### src/rtl/dbg_view_pkg.sv
package dbg_view_pkg;

    localparam int WORD_W = 32;
    localparam int FLAG_W = 4;
    localparam int CODE_W = 4;
    localparam int EL_W   = 2;

    // bit positions inside the status word
    localparam int POS_RXFULL  = 30;
    localparam int POS_TXFULL  = 29;
    localparam int POS_NS      = 18;
    localparam int POS_NIDDIS  = 17;
    localparam int POS_IDDIS   = 16;
    localparam int POS_MONEN   = 15;
    localparam int POS_CHDIS   = 12;
    localparam int POS_CODE_LO = 2;

    // level-0 policies
    localparam int L0_ZERO     = 0;
    localparam int L0_EXTERNAL = 1;
    localparam int L0_PRIV     = 2;

    typedef enum logic [CODE_W-1:0] {
        ENTRY_NONE   = 4'b0000,
        ENTRY_HWBKPT = 4'b0001,
        ENTRY_SWBKPT = 4'b0011,
        ENTRY_VCATCH = 4'b0101,
        ENTRY_WATCH  = 4'b1010
    } entry_cause_e;

    typedef struct packed {
        logic rx_full;
        logic tx_full;
    } chan_flags_t;

    typedef struct packed {
        logic ns;
        logic nid_dis;
        logic id_dis;
        logic mon_en;
        logic ch_dis;
    } sec_ctl_t;

    function automatic logic cause_is_legal(input logic [CODE_W-1:0] code);
        logic ok;
        case (code)
            ENTRY_HWBKPT, ENTRY_SWBKPT,
            ENTRY_VCATCH, ENTRY_WATCH: ok = 1'b1;
            default:                   ok = 1'b0;
        endcase
        return ok;
    endfunction

    function automatic logic [WORD_W-1:0] place_fields(
        input chan_flags_t        ch,
        input sec_ctl_t           ctl,
        input logic [CODE_W-1:0]  code
    );
        logic [WORD_W-1:0] w;
        w                         = '0;
        w[POS_RXFULL]             = ch.rx_full;
        w[POS_TXFULL]             = ch.tx_full;
        w[POS_NS]                 = ctl.ns;
        w[POS_NIDDIS]             = ctl.nid_dis;
        w[POS_IDDIS]              = ctl.id_dis;
        w[POS_MONEN]              = ctl.mon_en;
        w[POS_CHDIS]              = ctl.ch_dis;
        w[POS_CODE_LO +: CODE_W]  = code;
        return w;
    endfunction

    localparam logic [WORD_W-1:0] USED_MASK     = place_fields('1, '1, '1);
    localparam logic [WORD_W-1:0] RESERVED_MASK = ~USED_MASK;

endpackage

### src/rtl/dbg_entry_capture.sv
module dbg_entry_capture
    import dbg_view_pkg::*;
(
    input  logic              clk,
    input  logic              rst,
    input  logic              exc_pulse,
    input  logic [CODE_W-1:0] exc_code,
    output logic [CODE_W-1:0] code_q
);

    logic take;

    always_comb begin
        take = exc_pulse && cause_is_legal(exc_code);
    end

    always_ff @(posedge clk) begin
        if (rst) begin
            code_q <= ENTRY_NONE;
        end else if (take) begin
            code_q <= exc_code;
        end
    end

endmodule

### src/rtl/dbg_field_select.sv
module dbg_field_select
    import dbg_view_pkg::*;
#(
    parameter int L0_MODE = L0_ZERO
) (
    input  logic [EL_W-1:0]   cur_el,
    input  sec_ctl_t          ctl_in,
    input  logic [CODE_W-1:0] live_code,
    input  logic [CODE_W-1:0] ext_code,
    output sec_ctl_t          ctl_out,
    output logic [CODE_W-1:0] code_out
);

    logic at_lowest;

    always_comb begin
        at_lowest = (cur_el == '0);
        ctl_out   = ctl_in;
        code_out  = live_code;
        if (at_lowest) begin
            case (L0_MODE)
                L0_ZERO: begin
                    ctl_out  = '0;
                    code_out = '0;
                end
                L0_EXTERNAL: begin
                    ctl_out  = ctl_in;
                    code_out = ext_code;
                end
                default: begin
                    ctl_out  = ctl_in;
                    code_out = live_code;
                end
            endcase
        end
    end

endmodule

### src/rtl/dbg_read_port.sv
module dbg_read_port
    import dbg_view_pkg::*;
(
    input  logic              clk,
    input  logic              rst,
    input  logic              rd_en,
    input  logic              rd_flags_sel,
    input  logic [WORD_W-1:0] word,
    output logic [WORD_W-1:0] rd_data,
    output logic              rd_valid,
    output logic [FLAG_W-1:0] flags,
    output logic              flags_valid
);

    logic [FLAG_W-1:0] top_bits;

    generate
        for (genvar i = 0; i < FLAG_W; i++) begin : g_flag
            assign top_bits[i] = word[WORD_W-FLAG_W+i];
        end
    endgenerate

    always_ff @(posedge clk) begin
        if (rst) begin
            rd_data     <= '0;
            rd_valid    <= 1'b0;
            flags       <= '0;
            flags_valid <= 1'b0;
        end else begin
            rd_valid    <= 1'b0;
            flags_valid <= 1'b0;
            if (rd_en) begin
                if (rd_flags_sel) begin
                    flags       <= top_bits;
                    flags_valid <= 1'b1;
                end else begin
                    rd_data  <= word;
                    rd_valid <= 1'b1;
                end
            end
        end
    end

endmodule

### src/rtl/dbg_status_view.sv
module dbg_status_view
    import dbg_view_pkg::*;
#(
    parameter int L0_MODE = L0_ZERO
) (
    input  logic              clk,
    input  logic              rst,
    input  logic              rx_full,
    input  logic              tx_full,
    input  logic              nonsec,
    input  logic              sp_nid_dis,
    input  logic              sp_id_dis,
    input  logic              mon_en,
    input  logic              chan_user_dis,
    input  logic              exc_pulse,
    input  logic [CODE_W-1:0] exc_code,
    input  logic [CODE_W-1:0] ext_entry_code,
    input  logic [EL_W-1:0]   cur_el,
    input  logic              rd_en,
    input  logic              rd_flags_sel,
    output logic [WORD_W-1:0] rd_data,
    output logic              rd_valid,
    output logic [FLAG_W-1:0] flags,
    output logic              flags_valid
);

    chan_flags_t       chan;
    sec_ctl_t          ctl_raw;
    sec_ctl_t          ctl_view;
    logic [CODE_W-1:0] entry_code_q;
    logic [CODE_W-1:0] code_view;
    logic [WORD_W-1:0] view_word;

    always_comb begin
        chan.rx_full    = rx_full;
        chan.tx_full    = tx_full;
        ctl_raw.ns      = nonsec;
        ctl_raw.nid_dis = sp_nid_dis;
        ctl_raw.id_dis  = sp_id_dis;
        ctl_raw.mon_en  = mon_en;
        ctl_raw.ch_dis  = chan_user_dis;
    end

    dbg_entry_capture u_capture (
        .clk       (clk),
        .rst       (rst),
        .exc_pulse (exc_pulse),
        .exc_code  (exc_code),
        .code_q    (entry_code_q)
    );

    dbg_field_select #(
        .L0_MODE (L0_MODE)
    ) u_select (
        .cur_el    (cur_el),
        .ctl_in    (ctl_raw),
        .live_code (entry_code_q),
        .ext_code  (ext_entry_code),
        .ctl_out   (ctl_view),
        .code_out  (code_view)
    );

    always_comb begin
        view_word = place_fields(chan, ctl_view, code_view);
    end

    dbg_read_port u_port (
        .clk          (clk),
        .rst          (rst),
        .rd_en        (rd_en),
        .rd_flags_sel (rd_flags_sel),
        .word         (view_word),
        .rd_data      (rd_data),
        .rd_valid     (rd_valid),
        .flags        (flags),
        .flags_valid  (flags_valid)
    );

endmodule

### config.mk
export PLATFORM = sky130hd
export DESIGN_NAME = dbg_status_view
export DESIGN_NICKNAME = d
export VERILOG_FILES = /design/src/rtl/dbg_view_pkg.sv /design/src/rtl/dbg_entry_capture.sv /design/src/rtl/dbg_field_select.sv /design/src/rtl/dbg_read_port.sv /design/src/rtl/dbg_status_view.sv
export SDC_FILE = /design/constraint.sdc
export NUM_CORES = 1
export LEC_CHECK = 0
export BUFFER_PORTS_ARGS = -buffer_cell sky130_fd_sc_hd__buf_4
export CORE_MARGIN = 1
export CORE_UTILIZATION = 28
export DETAILED_ROUTE_END_ITERATION = 12
export GPL_TIMING_DRIVEN = 1
export PLACE_DENSITY_LB_ADDON = 0.2
export SETUP_SLACK_MARGIN = 0.1
export SLEW_MARGIN = 20
export SYNTH_ARGS = -nofsm -noshare
export SYNTH_HDL_FRONTEND = slang
export SYNTH_HIERARCHICAL = 1
export SYNTH_SLANG_ARGS = --single-unit
### constraint.sdc
create_clock -name clk -period 1 [get_ports clk]
set_input_delay 0.15 -clock clk [delete_from_list [all_inputs] [get_ports clk]]
set_output_delay 0.15 -clock clk [all_outputs]
set_load 0.005 [all_outputs]
==> metrics <==
status finished clean; Critical Path AT about 0.74 ns; row cnt 31; H-tree lvl count 2; Cell Chain, Critical Path buf_6; largest net degree at the start of global routing 42; Setup crit end kind output pin; Nets approximately 300; min cycle time layout around 0.89 ns; sw frac ~23%; clock transition at the registers of the reported paths 0.09 ns; Initial Util approximately 29%; Final period util between 80% and 90%; yosys warns 6; worst-path maximum fanout 2; routed wl met2 about 1800 um; CTS Hold Bufs 0; slowest library cell on the worst path dfxtp_2; Core ar. 7250 um^2; RSZ-0062 raised after global routing true; clk buf depth 2; async set-reset flop share out of synthesis 0%; Buf/Inv on CP 1; P_leak about 1.2 nW; number of hold violations in the final report 0; gr ovfl total 0; flop-to-flop setup slack roughly 0.22 ns; share of cells above drive strength 1 between 50% and 60%; Min-Delay Path Class in -> reg; Synth cell types 27; via count 1582; DRC Markers 0; Die Wd around 89 um; pre-CTS setup slack 0.0359 ns; synthesized instance count 198; sw power just over 900 uW; Die Ht slightly below 90 um; CTS tree done; Clock Root Buffer clkbuf_8; sequential share of power 45.0%; vias in the first global route roughly 1.6k; clk_skew 0.00312 ns; # IOs 60; Mean Syn Cell Area around 11 um^2; Final GP Congestion approximately 0.65; met1 WL about 2400 um; antenna cells 0; Final ANT Viol Nets 0; DP Wirelength ~3100 um; Largest stage delay, worst path approximately 0.34 ns; DR iter-0 viols 56; Comb pwr share approximately 15%; Pins Over Slew Limit 0; Fillers between 700 and 800; later-pin clock latency in the skew report between 0.2 and 0.3 ns; Worst Setup Slack, final 0.105 ns; Mapped Area approximately 2100 um^2; most frequent cells after synthesis dfxtp_1, nand2b_1, nand4bb_1; area share of the largest cell type after synthesis 40.1%; DRT Pass-1 Iters 4; ranking of synthesized cells by area dfxtp_1, nand4bb_1, nand2b_1; P per Cell Area 1330 nW/um^2; clock share of power between 40 and 50%; Top Metal Used met4; Setup Viol. Count Final 0; Synth Register Bits 42; peak supply drop slightly above 0.0008 V; family with the most delay on the worst path flip-flops; first-pass GRT wire length between 7000 and 8000 um; Critical Path Start Type register; Fin Setup TNS 0 ns; most numerous cell in the Yosys netlist dfxtp_1; Req. time, crit path roughly 0.85 ns; Detail Route met3 WL approximately 320 um; routed length per instance between 10 and 15 um; Via density between 4 and 5; die area 7830 um^2; initial antenna violation count 0; number of synthesized flops with an enable pin 0; max-cap violations 0; leading area contributor after synthesis dfxtp_1; CTS Sinks 42; Int Pwr a little over 3 mW; Main synth FF type dfxtp_1; number of buffers created by CTS 5; critical path type reg -> out; Syn-to-layout area delta 44.1%; sequential area share after synthesis between 40 and 50%; Routed WL roughly 4600 um; FMAX about 1100 MHz; IO buf count 55; GRT Util Overall about an eighth
==> sequential cells by signal, indices dropped and copies added, names as in the netlist <==
signal / count
u_port/flags: 4
u_port/flags_valid: 1
u_capture/code_q: 4
u_port/rd_valid: 1
u_port/rd_data: 32
==> per-stage QoR <==
| step | util, % | hold WS, ns | power, mW | instances | instance area [um^2] |
|---|---|---|---|---|---|
| after floorplan | - | 0.215 | 2.14 | 218 | 2170 |
| after CTS | 41.4 | 0.0694 | 4.08 | 372 | 3010 |
| after global routing | 41.6 | 0.0800 | 4.20 | 372 | 3020 |
| final | 41.6 | 0.0789 | 4.02 | 372 | 3020 |
| after detailed placement | 37.0 | 0.385 | 2.37 | 363 | 2690 |
| after global placement | 37.0 | 0.386 | 2.37 | 363 | 2690 |
==> layer usage <==
layer / global-route usage [%] / up-vias
met5: 0 / -
met4: 3.52 / 0
met3: 4.85 / 6
met2: 17.1 / 43
met1: 18.3 / 709
li1: - / 824
==> layout by cell type, fill, tap and decap left out, types with 2 or more instances in the layout <==
cell type,netlist,final
bufinv_16,0,2
clkbuf_8,0,5
nand2b_1,41,41
buf_4,1,26
buf_6,9,38
mux2i_1,9,9
conb_1,1,21
o21a_1,9,9
nor2_1,2,2
nand4bb_1,29,29
o21ai_1,9,9
inv_1,2,2
dfxtp_1,42,4
o21ai_2,21,21
dfxtp_2,0,38
buf_12,0,3
==> cells by family after synthesis <==
| family | count (synthesis) | synth area share [%] |
|---|---|---|
| flops | 42 | 40.1 |
| simple gates | 80 | 31.3 |
| buf+inv | 22 | 7.40 |
| xor+xnor | 1 | 0.418 |
| compound gates | 43 | 16.2 |
| mux | 9 | 4.30 |
| other cells | 1 | 0.179 |
==> what timing repair did <==
| item | in CTS | in global routing |
|---|---|---|
| endpoints found under the setup margin | 35 | 38 |
| setup buffers | 1 | 0 |
| gates resized for setup | 70 | 6 |
==> power groups by stage <==
| stage | sequential (mW) | clock (mW) | combinational (mW) |
|---|---|---|---|
| finish | 1.81 | 1.62 | 0.585 |
| global route | 1.82 | 1.74 | 0.646 |
| global placement | 1.82 | 0 | 0.544 |
| detailed placement | 1.82 | 0 | 0.547 |
| floorplan | 1.82 | 0 | 0.316 |
| CTS | 1.81 | 1.69 | 0.589 |
==> cell type report <==
class | instances | area, um^2 | share of cell area [%]
inverters | 2 | 7.51 | 0.249
clock inverters | 3 | 68.8 | 2.28
flip-flops and latches | 42 | 888 | 29.4
multi-input cells | 154 | 1180 | 39.1
clock buffers | 5 | 68.8 | 2.28
repair buffers | 67 | 683 | 22.6
well taps | 99 | 124 | 4.10
==> path summary, 6_finish.rpt <==
kind / start / to / depth (start not counted)
worst max-delay path: u_port/rd_data[18] / rd_data[18] / 1
worst min-delay path: exc_code[1] / u_capture/code_q[0] / 2
worst min register to register: u_port/rd_data[26] / u_port/rd_data[26] / 2
worst max register to register: u_capture/code_q[0] / u_capture/code_q[0] / 2
Power figures use the tool's default switching activity.
